## src/rtl/spi_prog_pkg.sv

```systemverilog
package spi_prog_pkg;
  localparam int INSTR_BYTES = 4;
  localparam logic [7:0] OP_EN_ER   = 8'hAC;
  localparam logic [7:0] SUB_EN     = 8'h53;
  localparam logic [7:0] SUB_ER     = 8'h80;
  localparam logic [7:0] OP_LD_LO   = 8'h40;
  localparam logic [7:0] OP_LD_HI   = 8'h48;
  localparam logic [7:0] OP_PG_WR   = 8'h4C;
  localparam logic [7:0] OP_EXT     = 8'h4D;
  localparam logic [7:0] OP_EE_WR   = 8'hC0;
  localparam logic [7:0] OP_FL_RDLO = 8'h20;
  localparam logic [7:0] OP_FL_RDHI = 8'h28;
  localparam logic [7:0] OP_EE_RD   = 8'hA0;
  localparam logic [7:0] OP_POLL    = 8'hF0;
endpackage

```

## src/rtl/spi_prog_sync.sv

```systemverilog
module spi_prog_sync #(
  parameter int STAGES = 2
) (
  input  logic clk_i,
  input  logic rst_ni,
  input  logic sck_i,
  input  logic mosi_i,
  input  logic prst_i,
  output logic rise_o,
  output logic fall_o,
  output logic mosi_o,
  output logic prst_o
);
  logic [STAGES:0]   sck_q;
  logic [STAGES-1:0] mosi_q;
  logic [STAGES-1:0] prst_q;

  always_ff @(posedge clk_i or negedge rst_ni) begin
    if (!rst_ni) begin
      sck_q  <= '0;
      mosi_q <= '0;
      prst_q <= '0;
    end else begin
      sck_q  <= {sck_q[STAGES-1:0], sck_i};
      mosi_q <= {mosi_q[STAGES-2:0], mosi_i};
      prst_q <= {prst_q[STAGES-2:0], prst_i};
    end
  end

  assign rise_o = sck_q[STAGES-1] & ~sck_q[STAGES];
  assign fall_o = ~sck_q[STAGES-1] & sck_q[STAGES];
  assign mosi_o = mosi_q[STAGES-1];
  assign prst_o = prst_q[STAGES-1];
endmodule

```

## src/rtl/spi_prog_shift.sv

```systemverilog
module spi_prog_shift
  import spi_prog_pkg::*;
#(
  parameter int IW = $clog2(INSTR_BYTES)
) (
  input  logic          clk_i,
  input  logic          rst_ni,
  input  logic          clr_i,
  input  logic          rise_i,
  input  logic          fall_i,
  input  logic          din_i,
  input  logic          tx_load_i,
  input  logic [7:0]    tx_byte_i,
  output logic          miso_o,
  output logic          done_o,
  output logic [7:0]    byte_o,
  output logic [IW-1:0] idx_o
);
  localparam logic [IW-1:0] IDX_LAST = IW'(INSTR_BYTES - 1);

  logic [2:0]    bit_q;
  logic [7:0]    rx_q;
  logic [7:0]    tx_q;
  logic [IW-1:0] nidx_q;

  always_ff @(posedge clk_i or negedge rst_ni) begin
    if (!rst_ni) begin
      bit_q  <= '0;
      rx_q   <= '0;
      tx_q   <= '0;
      nidx_q <= '0;
      done_o <= 1'b0;
      byte_o <= '0;
      idx_o  <= '0;
    end else if (clr_i) begin
      bit_q  <= '0;
      rx_q   <= '0;
      tx_q   <= '0;
      nidx_q <= '0;
      done_o <= 1'b0;
    end else begin
      done_o <= 1'b0;
      if (rise_i) begin
        rx_q  <= {rx_q[6:0], din_i};
        bit_q <= bit_q + 3'd1;
        if (bit_q == 3'd7) begin
          done_o <= 1'b1;
          byte_o <= {rx_q[6:0], din_i};
          idx_o  <= nidx_q;
          nidx_q <= (nidx_q == IDX_LAST) ? '0 : nidx_q + 1'b1;
        end
      end
      // falling edge after the 8th bit leaves the freshly loaded MSB in place
      if (tx_load_i) tx_q <= tx_byte_i;
      else if (fall_i && bit_q != 3'd0) tx_q <= {tx_q[6:0], 1'b0};
    end
  end

  assign miso_o = tx_q[7];


  miso_stable_chk: assert property (@(posedge clk_i) disable iff (!rst_ni)
    (!fall_i && !tx_load_i && !clr_i) |=> $stable(miso_o));


  byte_frame_chk: assert property (@(posedge clk_i) disable iff (!rst_ni)
    done_o |-> $past(rise_i));
endmodule

```

## src/rtl/spi_prog_ctrl.sv

```systemverilog
module spi_prog_ctrl
  import spi_prog_pkg::*;
#(
  parameter int PAGE_WORDS = 128,
  parameter int FLASH_WAIT = 3000,
  parameter int EE_WAIT    = 3000,
  parameter int ERASE_WAIT = 6000,
  parameter int IW         = $clog2(INSTR_BYTES)
) (
  input  logic          clk_i,
  input  logic          rst_ni,
  input  logic          clr_i,
  input  logic          done_i,
  input  logic [7:0]    byte_i,
  input  logic [IW-1:0] idx_i,
  input  logic [7:0]    mem_rdata_i,
  output logic          tx_load_o,
  output logic [7:0]    tx_byte_o,
  output logic          sync_o,
  output logic          busy_o,
  output logic [23:0]   mem_addr_o,
  output logic [7:0]    mem_wdata_o,
  output logic          word_hi_o,
  output logic          pbuf_we_o,
  output logic          page_wr_o,
  output logic          ee_we_o,
  output logic          erase_o,
  output logic          fl_rd_o,
  output logic          ee_rd_o
);
  localparam int WW = $clog2(PAGE_WORDS);
  localparam int MAXW = (FLASH_WAIT > EE_WAIT)
                      ? ((FLASH_WAIT > ERASE_WAIT) ? FLASH_WAIT : ERASE_WAIT)
                      : ((EE_WAIT > ERASE_WAIT) ? EE_WAIT : ERASE_WAIT);
  localparam int CW = $clog2(MAXW + 1);
  localparam logic [IW-1:0] IDX_RD = IW'(INSTR_BYTES - 2);
  localparam logic [IW-1:0] IDX_EX = IW'(INSTR_BYTES - 1);

  logic [7:0]            b_q [INSTR_BYTES];
  logic [IW-1:0]         last_q;
  logic                  done_d;
  logic                  en_q;
  logic [7:0]            ext_q;
  logic [CW-1:0]         cnt_q;
  logic [PAGE_WORDS-1:0] lo_seen_q;

  logic [7:0]    op;
  logic          at_rd, at_ex, wr_ok, is_en, is_er, is_ee, is_poll;
  logic [WW-1:0] widx;

  always_ff @(posedge clk_i or negedge rst_ni) begin
    if (!rst_ni) begin
      for (int i = 0; i < INSTR_BYTES; i++) b_q[i] <= '0;
      last_q <= '0;
      done_d <= 1'b0;
    end else begin
      done_d <= done_i & ~clr_i;
      if (done_i) begin
        b_q[idx_i] <= byte_i;
        last_q     <= idx_i;
      end
    end
  end

  assign op      = b_q[0];
  assign at_rd   = done_d && last_q == IDX_RD;
  assign at_ex   = done_d && last_q == IDX_EX;
  assign is_en   = op == OP_EN_ER && b_q[1] == SUB_EN;
  assign is_er   = op == OP_EN_ER && b_q[1] == SUB_ER;
  assign is_ee   = op == OP_EE_WR || op == OP_EE_RD;
  assign is_poll = op == OP_POLL;
  assign wr_ok   = at_ex && en_q && !busy_o;
  assign widx    = b_q[2][WW-1:0];

  assign pbuf_we_o = wr_ok && (op == OP_LD_LO || (op == OP_LD_HI && lo_seen_q[widx]));
  assign page_wr_o = wr_ok && op == OP_PG_WR;
  assign ee_we_o   = wr_ok && op == OP_EE_WR;
  assign erase_o   = wr_ok && is_er;
  assign fl_rd_o   = at_rd && en_q && (op == OP_FL_RDLO || op == OP_FL_RDHI);
  assign ee_rd_o   = at_rd && en_q && op == OP_EE_RD;

  assign mem_addr_o  = is_ee ? {8'h00, b_q[1], b_q[2]} : {ext_q, b_q[1], b_q[2]};
  assign mem_wdata_o = b_q[3];
  assign word_hi_o   = op[3];

  // response for the next byte: echo of the byte just taken, or read/poll data
  always_comb begin
    tx_byte_o = 8'h00;
    if (last_q == IDX_EX) tx_byte_o = 8'h00;
    else if (last_q == IDX_RD) begin
      if (fl_rd_o || ee_rd_o)    tx_byte_o = mem_rdata_i;
      else if (en_q && is_poll)  tx_byte_o = {7'b0, busy_o};
      else                       tx_byte_o = b_q[last_q];
    end else tx_byte_o = b_q[last_q];
  end
  assign tx_load_o = done_d;

  always_ff @(posedge clk_i or negedge rst_ni) begin
    if (!rst_ni) begin
      en_q  <= 1'b0;
      ext_q <= '0;
    end else if (clr_i) begin
      en_q <= 1'b0;
    end else if (at_ex) begin
      if (is_en) en_q <= 1'b1;
      if (en_q && op == OP_EXT) ext_q <= b_q[2];
    end
  end

  always_ff @(posedge clk_i or negedge rst_ni) begin
    if (!rst_ni)             cnt_q <= '0;
    else if (page_wr_o)      cnt_q <= CW'(FLASH_WAIT);
    else if (ee_we_o)        cnt_q <= CW'(EE_WAIT);
    else if (erase_o)        cnt_q <= CW'(ERASE_WAIT);
    else if (cnt_q != '0)    cnt_q <= cnt_q - 1'b1;
  end
  assign busy_o = cnt_q != '0;

  always_ff @(posedge clk_i or negedge rst_ni) begin
    if (!rst_ni)                   lo_seen_q <= '0;
    else if (page_wr_o || erase_o) lo_seen_q <= '0;
    else if (pbuf_we_o)            lo_seen_q[widx] <= ~word_hi_o;
  end


  no_early_strobe_chk: assert property (@(posedge clk_i) disable iff (!rst_ni)
    (pbuf_we_o || page_wr_o || ee_we_o || erase_o) |-> sync_o);


  sync_rise_chk: assert property (@(posedge clk_i) disable iff (!rst_ni)
    $rose(sync_o) |-> $past(at_ex));


  busy_cause_chk: assert property (@(posedge clk_i) disable iff (!rst_ni)
    $rose(busy_o) |-> $past(page_wr_o || ee_we_o || erase_o));


  no_write_busy_chk: assert property (@(posedge clk_i) disable iff (!rst_ni)
    (pbuf_we_o || page_wr_o || ee_we_o || erase_o) |-> !busy_o);


  one_strobe_chk: assert property (@(posedge clk_i) disable iff (!rst_ni)
    $onehot0({pbuf_we_o, page_wr_o, ee_we_o, erase_o}));

  assign sync_o = en_q;
endmodule

```

## src/rtl/spi_prog_slave.sv

```systemverilog
module spi_prog_slave
  import spi_prog_pkg::*;
#(
  parameter int SYNC_STAGES = 2,
  parameter int PAGE_WORDS  = 128,
  parameter int FLASH_WAIT  = 3000,
  parameter int EE_WAIT     = 3000,
  parameter int ERASE_WAIT  = 6000
) (
  input  logic        clk_i,
  input  logic        rst_ni,
  input  logic        sck_i,
  input  logic        mosi_i,
  output logic        miso_o,
  input  logic        prst_i,
  output logic        sync_o,
  output logic        busy_o,
  output logic [23:0] mem_addr_o,
  output logic [7:0]  mem_wdata_o,
  output logic        word_hi_o,
  output logic        pbuf_we_o,
  output logic        page_wr_o,
  output logic        ee_we_o,
  output logic        erase_o,
  output logic        fl_rd_o,
  output logic        ee_rd_o,
  input  logic [7:0]  mem_rdata_i
);
  localparam int IW = $clog2(INSTR_BYTES);

  logic          rise, fall, din, clr;
  logic          done, tx_load;
  logic [7:0]    rx_byte, tx_byte;
  logic [IW-1:0] idx;

  spi_prog_sync #(.STAGES(SYNC_STAGES)) u_sync (
    .clk_i  (clk_i),
    .rst_ni (rst_ni),
    .sck_i  (sck_i),
    .mosi_i (mosi_i),
    .prst_i (prst_i),
    .rise_o (rise),
    .fall_o (fall),
    .mosi_o (din),
    .prst_o (clr)
  );

  spi_prog_shift #(.IW(IW)) u_shift (
    .clk_i     (clk_i),
    .rst_ni    (rst_ni),
    .clr_i     (clr),
    .rise_i    (rise),
    .fall_i    (fall),
    .din_i     (din),
    .tx_load_i (tx_load),
    .tx_byte_i (tx_byte),
    .miso_o    (miso_o),
    .done_o    (done),
    .byte_o    (rx_byte),
    .idx_o     (idx)
  );

  spi_prog_ctrl #(
    .PAGE_WORDS (PAGE_WORDS),
    .FLASH_WAIT (FLASH_WAIT),
    .EE_WAIT    (EE_WAIT),
    .ERASE_WAIT (ERASE_WAIT),
    .IW         (IW)
  ) u_ctrl (
    .clk_i       (clk_i),
    .rst_ni      (rst_ni),
    .clr_i       (clr),
    .done_i      (done),
    .byte_i      (rx_byte),
    .idx_i       (idx),
    .mem_rdata_i (mem_rdata_i),
    .tx_load_o   (tx_load),
    .tx_byte_o   (tx_byte),
    .sync_o      (sync_o),
    .busy_o      (busy_o),
    .mem_addr_o  (mem_addr_o),
    .mem_wdata_o (mem_wdata_o),
    .word_hi_o   (word_hi_o),
    .pbuf_we_o   (pbuf_we_o),
    .page_wr_o   (page_wr_o),
    .ee_we_o     (ee_we_o),
    .erase_o     (erase_o),
    .fl_rd_o     (fl_rd_o),
    .ee_rd_o     (ee_rd_o)
  );
endmodule

```

## config.mk

```make
export PLATFORM = sky130hd
export DESIGN_NAME = spi_prog_slave
export DESIGN_NICKNAME = d
export VERILOG_FILES = /design/src/rtl/spi_prog_pkg.sv /design/src/rtl/spi_prog_sync.sv /design/src/rtl/spi_prog_shift.sv /design/src/rtl/spi_prog_ctrl.sv /design/src/rtl/spi_prog_slave.sv
export SDC_FILE = /design/constraint.sdc
export NUM_CORES = 1
export LEC_CHECK = 0
export BUFFER_PORTS_ARGS = -buffer_cell sky130_fd_sc_hd__buf_2
export CAP_MARGIN = 40
export CORE_MARGIN = 2
export CORE_UTILIZATION = 56
export DETAILED_ROUTE_END_ITERATION = 12
export HOLD_SLACK_MARGIN = 0.05
export MAX_ROUTING_LAYER = met4
export PLACE_DENSITY = 0.76
export SLEW_MARGIN = 15
export SYNTH_ARGS = -nofsm -noshare
export SYNTH_HDL_FRONTEND = slang
export SYNTH_HIERARCHICAL = 1
export SYNTH_SLANG_ARGS = --single-unit
```

## constraint.sdc

```tcl
create_clock -name clk_i -period 2.8 [get_ports clk_i]
set_input_delay 0.56 -clock clk_i [delete_from_list [all_inputs] [get_ports clk_i]]
set_output_delay 0.56 -clock clk_i [all_outputs]
set_load 0.02 [all_outputs]
```

==> results.py, run 1 <==
metrics = {
    "run_status": {
        "status": "finished, violations left",
        "violations": "negative setup slack",
    },
    "setup_path": {
        "critPathMaxFanout": 2,
        "crit_path_start_kind": "register",
        "rr_startpoint": "u_ctrl/cnt_q[5]",
        "critPathArrivalTime_ns": 3.20,
        "r2r_setup_slack_ns": -0.90,
        "crit_path_end_kind": "output pin",
        "cp.required_ns": 2.24,
        "r2r_cells": 14,
        "crit_start": "u_ctrl/cnt_q[5]",
        "setup.worst_path.class": "register to output pin",
    },
    "grt": {
        "overflow": 0,
        "grt_pass1_wl_um": 64800,
        "grtUsageMet1_pct": 45.3,
        "antenna_found_initial": 0,
        "met3_usage_pct": 4.62,
        "grt_usage_pct": 35.2,
        "grt_pass1_vias": 11175,
        "grt_max_degree": 78,
        "grt_use_met2_pct": 56.1,
        "top_usage_layer": "met2",
    },
    "drt": {
        "drt-total-wl_um": 43400,
        "drtPass1Iterations": 5,
        "vias": 11018,
        "routed_via_density": 6.72,
        "drc_errors": 0,
        "ant_nets": 0,
        "wl_per_cell_um": 26.5,
        "drt_iter0_drc": 1114,
    },
    "timing": {
        "hold_viol_final": 0,
        "worst_slew_pin_slew_ns": 0.903,
        "slew_headroom_pct": 39.6,
        "setup_violations": 146,
        "period_minus_slack_ns": 3.76,
        "slew_viol_final": 0,
        "fmax_mhz": 266,
        "post-route-period-util_pct": 134,
        "setup_slack_ns": -0.956,
        "finClkSkew_ns": 0.0118,
        "grt_setup_unrepaired": "yes",
    },
    "synthesis": {
        "netlist_instances": 1170,
        "async_flop_share_pct": 100,
        "ys_types": 56,
        "ys.flop_type": "dfrtp_1",
        "yosys_warnings": 6,
        "synth_edf_count": 0,
        "synth_top_cell_area_share_pct": 43.5,
        "synth.area.top_cells": "dfrtp_1 44%, mux2i_1 14%, nor4_2 11%",
        "synth_area_um2": 12800,
        "avgSynthCellArea_um2": 11.0,
        "yosysTopAreaCell": "dfrtp_1",
        "syn_nets": 1187,
        "synth_seq_area_share_pct": 43.5,
        "synth_common_cells": "223 x dfrtp_1, 182 x mux2i_1, 170 x nand2_1, 110 x nor4_2, 49 x mux2_2",
        "ys_ff_latch": 223,
        "synth.most_common_cell": "dfrtp_1",
    },
    "floorplan": {
        "die_h_um": 155,
        "initial_core_util_pct": 56.8,
        "die_x_um": 155,
        "coreArea_um2": 22600,
        "die_area_um2": 24100,
        "num_rows": 55,
        "io_pins": 55,
    },
    "finish": {
        "drive_above_1_share_pct": 39.3,
        "syn2layout_area_growth_pct": 37.9,
        "fillers": 1190,
        "diodes": 0,
        "layout.nets": 1353,
    },
    "hold_path": {
        "worstHoldPathCells": 1,
        "hold_start": "sck_i",
        "hold_class": "primary input to register",
    },
    "pwr": {
        "total_leakage_power_nw": 6.78,
        "power.total_mw": 7.01,
        "powerDensity_nw_per_um2": 397,
        "ir_drop_uv": 537,
    },
    "cts": {
        "cts-buffers-inserted": 25,
        "clk_pin_slew_ns": 0.07,
        "clock-sinks": 223,
        "clk_latency_ns": 0.54,
        "cts_buffer_depth": 3,
        "cts_tree": "yes",
        "cts-root-buf": "clkbuf_16",
        "cts-htree-levels": 1,
    },
    "placement": {
        "place_ws_ns": -0.354,
        "gp_congestion": 0.862,
        "post-dp-hpwl_um": 20800,
        "numPortBuffers": 54,
    },
    "run": {
        "cap_violations": 0,
    },
}
==> stage by stage <==
stage / setup TNS [ns] / hold WS (ns) / util [%] / area, um2 / std cells
after floorplan: -13.70 / 0.264 / - / 13200 / 1170
after global placement: -25.63 / 0.332 / 63.2 / 14300 / 1505
after detailed placement: -27.82 / 0.336 / 63.3 / 14300 / 1506
after CTS: -65.08 / 0.113 / 76.7 / 17300 / 1618
after global routing: -89.85 / 0.114 / 78.3 / 17700 / 1640
final: -81.51 / 0.126 / 78.3 / 17700 / 1640
==> area by class of cell <==
cell class | count | area [um2] | share of cell area (%)
timing repair buffer | 267 | 2930 | 16.6
clock buffer | 36 | 717 | 4.06
multi-input combinational | 807 | 7840 | 44.4
inverter | 12 | 47.5 | 0.269
sequential | 223 | 5590 | 31.6
tap | 285 | 357 | 2.02
clock inverter | 10 | 185 | 1.05
==> kinds of logic (layout without fill, tap and decap cells) <==
group | after synthesis | in the layout | synth area share [%]
buf+inv | 140 | 325 | 5.88
flops | 223 | 223 | 43.5
simple gates | 440 | 440 | 23.3
mux | 255 | 255 | 21.2
fa+ha+maj | 4 | 4 | 0.390
compound gates | 95 | 95 | 4.75
xor+xnor | 13 | 13 | 0.888
==> critical path, stage by stage, from the launching register on <==
cell and delay (ns):
dfrtp_1 0.39, or3_4 0.39, or3_4 0.35, or3b_4 0.39, or3_4 0.39, or4_4 0.55
inv_4 0.08, buf_6 0.11
==> cells in the final DEF, fill, tap and decap left out, types with 5 or more instances in the layout <==
cell | Yosys | layout
mux2_1 | 17 | 17
o22ai_1 | 17 | 17
a21oi_1 | 22 | 17
buf_6 | 14 | 21
nor2b_1 | 15 | 15
clkbuf_16 | 0 | 28
buf_4 | 25 | 129
nand2_1 | 170 | 169
a21oi_2 | 0 | 5
clkbuf_8 | 0 | 5
dfrtp_1 | 223 | 221
o21ai_0 | 15 | 13
mux2i_1 | 182 | 181
nand3b_1 | 25 | 25
xnor2_1 | 11 | 11
nand3_1 | 15 | 15
nand4_1 | 5 | 5
clkbuf_1 | 46 | 6
nor4_1 | 25 | 7
buf_2 | 23 | 48
nor2_1 | 36 | 32
inv_1 | 9 | 7
mux4_2 | 7 | 7
bufinv_16 | 0 | 5
buf_12 | 0 | 36
buf_16 | 0 | 17
o21ai_1 | 8 | 10
mux2_2 | 49 | 49
buf_8 | 0 | 10
nor3_1 | 8 | 7
a21boi_0 | 11 | 8
nor4_4 | 0 | 128
==> state kept, by name, indices dropped and copies added (netlist names), 2 cells and up <==
register / cells
u_ctrl/b_q: 16
u_shift/bit_q: 3
u_shift/tx_q: 8
u_shift/nidx_q: 2
u_ctrl/mem_wdata_o: 8
u_shift/byte_o: 8
u_shift/rx_q: 7
u_sync/prst_q: 2
u_ctrl/ext_q: 8
u_ctrl/cnt_q: 13
u_shift/idx_o: 2
u_sync/mosi_q: 2
u_ctrl/last_q: 2
u_ctrl/lo_seen_q: 128
u_sync/sck_q: 3
u_ctrl/op: 8
==> where the power goes <==
group	leakage [nW]	internal, mW	switching [mW]
combinational	3.25	0.0311	0.0855
sequential	3.10	3.23	0.00904
clock	0.438	2.24	1.42
total	6.78	5.50	1.51
==> final timing paths <==
kind / to
setup / recovery: ee_we_o
hold / removal: u_sync/sck_q[0]
setup reg to reg: u_ctrl/lo_seen_q[70]
hold reg to reg: u_sync/mosi_q[1]
max in group asynchronous: u_ctrl/b_q[8]
min in group asynchronous: u_ctrl/lo_seen_q[11]
==> timing repair <==
action	CTS	global route
resized for setup	180	36
pin swaps	111	21
hold buffers	1	0
gates cloned	17	3
setup endpoints to repair	144	154
buffers inserted	48	19
endpoints found under the hold margin	37	0
==> layer usage <==
layer  vias up  share of wire [%]
li1       4555                  -
met1      5585                 38
met2       627                 48
met3       251                7.5
met4         0                6.6
met5         -                  0
No activity file was read; power rests on OpenSTA's default activity.
==> inputs of run 2 (changes only) <==
--- a/config.mk
+++ b/config.mk
@@ -7,12 +7,14 @@
 export LEC_CHECK = 0
 export BUFFER_PORTS_ARGS = -buffer_cell sky130_fd_sc_hd__buf_2
 export CAP_MARGIN = 40
+export CELL_PAD_IN_SITES_DETAIL_PLACEMENT = 1
+export CELL_PAD_IN_SITES_GLOBAL_PLACEMENT = 1
 export CORE_MARGIN = 2
-export CORE_UTILIZATION = 56
+export CORE_UTILIZATION = 46
 export DETAILED_ROUTE_END_ITERATION = 12
 export HOLD_SLACK_MARGIN = 0.05
 export MAX_ROUTING_LAYER = met4
-export PLACE_DENSITY = 0.76
+export PLACE_DENSITY_LB_ADDON = 0.1
 export SLEW_MARGIN = 15
 export SYNTH_ARGS = -nofsm -noshare
 export SYNTH_HDL_FRONTEND = slang
==> results.py, run 2 (synthesized netlist as in run 1, its figures left out) <==
metrics = {
    "setup_path": {
        "crit_path_end_kind": "output pin",
        "crit_top_cell": "or3_4",
        "critPathArrivalTime_ns": 3.21,
        "critPathMaxFanout": 3,
        "cpPeakStageDelay_ns": 0.53,
        "slowest_stage": "or4_4",
        "setup.worst_path.class": "register to output pin",
        "path_cells": "inv_2 > ha_2 > nand2b_1 > or3_4 > or3b_4 > or3_4 > or4_4 > inv_4 > buf_6",
        "crit_path_start_kind": "register",
        "cp.required_ns": 2.24,
    },
    "cts": {
        "cts_buffer_depth": 3,
        "clk_pin_slew_ns": 0.06,
        "cts_tree": "yes",
        "cts-buffers-inserted": 27,
        "cts-htree-levels": 1,
        "cts-root-buf": "clkbuf_16",
        "clock-sinks": 223,
        "clk_latency_ns": 0.56,
    },
    "floorplan": {
        "coreArea_um2": 27600,
        "die_h_um": 171,
        "die_area_um2": 29200,
        "io_pins": 55,
        "die_x_um": 171,
        "num_rows": 61,
        "initial_core_util_pct": 46.4,
    },
    "run_status": {
        "status": "finished, violations left",
        "violations": "negative setup slack",
    },
    "timing": {
        "grt_setup_unrepaired": "yes",
        "period_minus_slack_ns": 3.77,
        "post-route-period-util_pct": 135,
        "setup_violations": 145,
        "slew_headroom_pct": 44.3,
        "finClkSkew_ns": 0.0178,
        "worst_slew_pin_slew_ns": 0.834,
        "slew_viol_final": 0,
        "fmax_mhz": 265,
        "hold_viol_final": 0,
        "fin_tns_setup_ns": -91.11,
        "setup_slack_ns": -0.968,
    },
    "grt": {
        "grt_pass1_vias": 11962,
        "grt_pass1_wl_um": 76000,
        "antenna_found_initial": 0,
        "grt_usage_pct": 35.8,
        "grt_max_degree": 67,
        "overflow": 0,
    },
    "finish": {
        "reg_top3": "u_ctrl/lo_seen_q (128), u_ctrl/b_q (16), u_ctrl/cnt_q (13)",
        "layout.nets": 1387,
        "syn2layout_area_growth_pct": 45.1,
        "drive_above_1_share_pct": 42.0,
        "final_cell_mix": "218 x dfrtp_1, 176 x mux2i_1, 168 x nand2_1",
        "regMostFlops": "u_ctrl/lo_seen_q",
        "largest_register_ffs": 128,
        "layout_commonest_cell": "dfrtp_1",
        "post-route-util_pct": 67.3,
    },
    "drt": {
        "drt_iter0_drc": 823,
        "drt-total-wl_um": 52000,
        "drc_errors": 0,
        "routed_via_density": 6.24,
        "vias": 11040,
        "ant_nets": 0,
        "drtPass1Iterations": 7,
        "wl_per_cell_um": 29.4,
    },
    "placement": {
        "place_ws_ns": -0.351,
        "numPortBuffers": 54,
        "gp_congestion": 0.844,
        "post-dp-hpwl_um": 24300,
    },
    "hold_path": {
        "hold_class": "primary input to register",
    },
    "run": {
        "cap_violations": 0,
    },
    "pwr": {
        "total_leakage_power_nw": 7.10,
        "ir_drop_uv": 454,
        "powerDensity_nw_per_um2": 377,
    },
}
[run 2: worst max-delay path, delay by kind of cell (launching register included)]
family        cells  cell delay (ns)
fa+ha+maj         1             0.17
buf+inv           3             0.27
flops             1             0.39
simple gates      5             1.82
[run 2: final timing paths]
kind / start / endpoint / slack [ns] / depth (start not counted)
hold / removal: prst_i / u_sync/prst_q[0] / 0.11 / 1
max in group asynchronous: rst_ni / u_ctrl/b_q[9] / 1.52 / 3
setup / recovery: u_ctrl/cnt_q[0] / ee_we_o / -0.97 / 9
hold reg to reg: u_sync/sck_q[0] / u_sync/sck_q[1] / 0.36 / 0
setup reg to reg: u_ctrl/cnt_q[0] / u_ctrl/lo_seen_q[83] / -0.90 / 16
min in group asynchronous: rst_ni / u_ctrl/lo_seen_q[16] / 0.54 / 2
[run 2: layer usage]
metal / vias up / part of all wire [%] / track usage, %
met5: - / 0 / -
met4: 0 / 4.7 / 15.9
met3: 185 / 5.6 / 5.92
met2: 466 / 50 / 58.1
met1: 5756 / 40 / 44.1
li1: 4633 / - / -
[run 2: stage by stage]
step	std cells	hold slack (ns)	instance area [um2]	total power, mW
2_1_floorplan	1170	0.264	13200	3.32
3_3_place_gp	1593	0.333	14400	3.42
3_5_place_dp	1593	0.343	14400	3.42
4_1_cts	1731	0.0893	18100	7.00
5_1_grt	1767	0.0965	18600	7.17
6_report	1768	0.107	18600	7.01
[run 2: repair_timing]
action / 4_1_cts / 5_1_grt
gates cloned: 31 / 0
hold endpoints to repair: 45 / 0
buffers inserted: 59 / 49
pin swaps: 88 / 60
resized for setup: 235 / 63
hold buffers: 1 / 0
setup endpoints to repair: 142 / 155
[run 2: power by group]
group	switching, mW	total [mW]	internal, mW
combinational	0.0923	0.125	0.0330
sequential	0.00542	3.24	3.23
clock	1.54	3.65	2.11
[run 2: final cells by class]
class	count	area, um2
tap	378	473
multi-input combinational	807	7950
antenna	1	2.50
timing repair buffer	299	3640
inverter	12	47.5
clock inverter	11	119
fill	2638	9030
clock buffer	37	773
sequential	223	5590
==> inputs of run 3 (changes only) <==
--- a/config.mk
+++ b/config.mk
@@ -15,6 +15,7 @@
 export HOLD_SLACK_MARGIN = 0.05
 export MAX_ROUTING_LAYER = met4
 export PLACE_DENSITY_LB_ADDON = 0.1
+export SETUP_SLACK_MARGIN = 0.02
 export SLEW_MARGIN = 15
 export SYNTH_ARGS = -nofsm -noshare
 export SYNTH_HDL_FRONTEND = slang
==> results.py, run 3 (synthesized netlist as in run 1, its figures left out) <==
metrics = {
    "run_status": {
        "status": "finished, violations left",
        "violations": "negative setup slack",
    },
    "floorplan": {
        "io_pins": 55,
        "num_rows": 61,
        "initial_core_util_pct": 46.4,
        "die_x_um": 171,
        "coreArea_um2": 27600,
        "die_h_um": 171,
        "die_area_um2": 29200,
    },
    "setup_path": {
        "critPathMaxFanout": 3,
        "crit_path_end_kind": "output pin",
        "cp.required_ns": 2.24,
        "crit_path_start_kind": "register",
        "rr_startpoint": "u_ctrl/cnt_q[4]",
        "cpPeakStageDelay_ns": 0.51,
        "critPathArrivalTime_ns": 3.16,
        "setup.worst_path.class": "register to output pin",
        "r2r_cells": 14,
        "r2r_setup_slack_ns": -0.86,
        "crit_start": "u_ctrl/cnt_q[4]",
        "slowest_stage": "or4_4",
        "path_cells": "or3_4 > or3_4 > or3b_4 > or3_4 > or4_4 > inv_4 > buf_6",
        "crit_top_cell": "or3_4",
        "rr_endpoint": "u_ctrl/lo_seen_q[44]",
    },
    "grt": {
        "grt_usage_pct": 32.0,
        "grt_max_degree": 131,
        "grt_pass1_wl_um": 69900,
        "grt_pass1_vias": 11456,
        "antenna_found_initial": 0,
        "overflow": 0,
    },
    "finish": {
        "layout.nets": 1381,
        "reg_top3": "u_ctrl/lo_seen_q (128), u_ctrl/b_q (16), u_ctrl/cnt_q (13)",
        "fillers": 2720,
        "diodes": 0,
        "final_cell_mix": "219 x dfrtp_1, 181 x mux2i_1, 168 x nand2_1",
        "post-route-util_pct": 64.6,
        "layout_commonest_cell": "dfrtp_1",
        "syn2layout_area_growth_pct": 39.3,
        "drive_above_1_share_pct": 40.4,
        "largest_register_ffs": 128,
        "regMostFlops": "u_ctrl/lo_seen_q",
    },
    "cts": {
        "clock-sinks": 223,
        "cts_buffer_depth": 3,
        "cts_tree": "yes",
        "cts-root-buf": "clkbuf_16",
        "clk_pin_slew_ns": 0.07,
        "cts-htree-levels": 1,
        "clk_latency_ns": 0.55,
        "cts-buffers-inserted": 27,
    },
    "pwr": {
        "total_leakage_power_nw": 6.84,
        "ir_drop_uv": 507,
        "p_sw_mw": 1.60,
        "power.total_mw": 6.85,
        "swShare_pct": 23.3,
        "internal-power_mw": 5.25,
        "comb_power_share_pct": 1.9,
        "powerDensity_nw_per_um2": 384,
        "p_seq_share_pct": 47.2,
        "clkPwrFrac_pct": 50.9,
    },
    "drt": {
        "drt-total-wl_um": 47800,
        "wl_per_cell_um": 27.1,
        "ant_nets": 0,
        "drtPass1Iterations": 5,
        "routed_via_density": 6.09,
        "drc_errors": 0,
        "vias": 10726,
        "drt_iter0_drc": 764,
    },
    "timing": {
        "worst_slew_pin_slew_ns": 0.902,
        "finClkSkew_ns": 0.0128,
        "setup_slack_ns": -0.924,
        "hold_viol_final": 0,
        "setup_violations": 145,
        "post-route-period-util_pct": 133,
        "fin_tns_setup_ns": -85.90,
        "slew_headroom_pct": 39.7,
        "period_minus_slack_ns": 3.72,
        "fmax_mhz": 268,
        "slew_viol_final": 0,
        "grt_setup_unrepaired": "yes",
    },
    "hold_path": {
        "min_to": "u_sync/mosi_q[0]",
        "hold_start": "mosi_i",
        "worstHoldPathCells": 1,
        "hold_class": "primary input to register",
    },
    "run": {
        "cap_violations": 0,
    },
    "placement": {
        "post-dp-hpwl_um": 24300,
        "gp_congestion": 0.808,
        "place_ws_ns": -0.359,
        "numPortBuffers": 54,
    },
}
-- run 3: changes by cell type in the layout (fill, tap and decap cells not counted), moves of 4 or more --
cell,change
buf_12,-18
o21ai_0,+4
mux2i_2,-5
o31ai_1,+4
clkinv_2,+4
mux2i_1,+5
o22ai_1,+6
o21ai_1,-4
buf_6,-9
buf_16,-16
buf_4,+32
-- run 3: worst max path at each step --
stage	endpoint	slack, ns	cells past startpoint
after floorplan	ee_we_o	-0.26	6
after global placement	ee_we_o	-0.34	7
after detailed placement	ee_we_o	-0.36	7
after CTS	ee_we_o	-0.88	7
after global routing	ee_we_o	-0.97	9
final	ee_we_o	-0.92	7
-- run 3: area by class of cell --
cell class | count | area (um2) | share of cell area, %
multi-input cells | 807 | 7800 | 43.7
flip-flops and latches | 223 | 5590 | 31.3
clock inverters | 13 | 101 | 0.568
well taps | 378 | 473 | 2.65
inverters | 12 | 47.5 | 0.266
repair buffers | 293 | 3080 | 17.2
clock buffers | 35 | 756 | 4.23
-- run 3: timing repair --
item / 4_1_cts / 5_1_grt
setup buffers: 43 / 47
hold buffers: 1 / 0
hold endpoints to repair: 29 / 0
pin swaps: 91 / 29
setup endpoints to repair: 149 / 154
gates cloned: 15 / 1
gates resized for setup: 183 / 36
-- run 3: metrics by stage --
stage | hold slack, ns | instances | instance area, um2
after floorplan | 0.264 | 1170 | 13200
after global placement | 0.333 | 1614 | 14600
after detailed placement | 0.341 | 1614 | 14600
after CTS | 0.0985 | 1721 | 17500
after global routing | 0.105 | 1761 | 17900
final | 0.112 | 1761 | 17900
-- run 3: per-layer routing --
metal	GRT usage (%)	vias to the layer above	part of all wire, %
met5	-	-	0
met4	11.3	0	3.6
met3	4.74	129	4.5
met2	50.2	353	49
met1	42.6	5637	43
li1	-	4607	-
-- run 3: power by group through the flow --
stage / Combinational [mW] / Clock (mW) / Sequential (mW)
2_1_floorplan: 0.0278 / 0 / 3.29
3_3_place_gp: 0.132 / 0 / 3.29
3_5_place_dp: 0.134 / 0 / 3.29
4_1_cts: 0.136 / 3.48 / 3.24
5_1_grt: 0.148 / 3.66 / 3.23
6_report: 0.130 / 3.48 / 3.24
-- run 3: worst max-delay path: cells and delay by family, from the launching register on --
| kind | cells | cell delay [ns] |
|---|---|---|
| simple gates | 5 | 2.04 |
| buf+inv | 2 | 0.19 |
| flops | 1 | 0.38 |
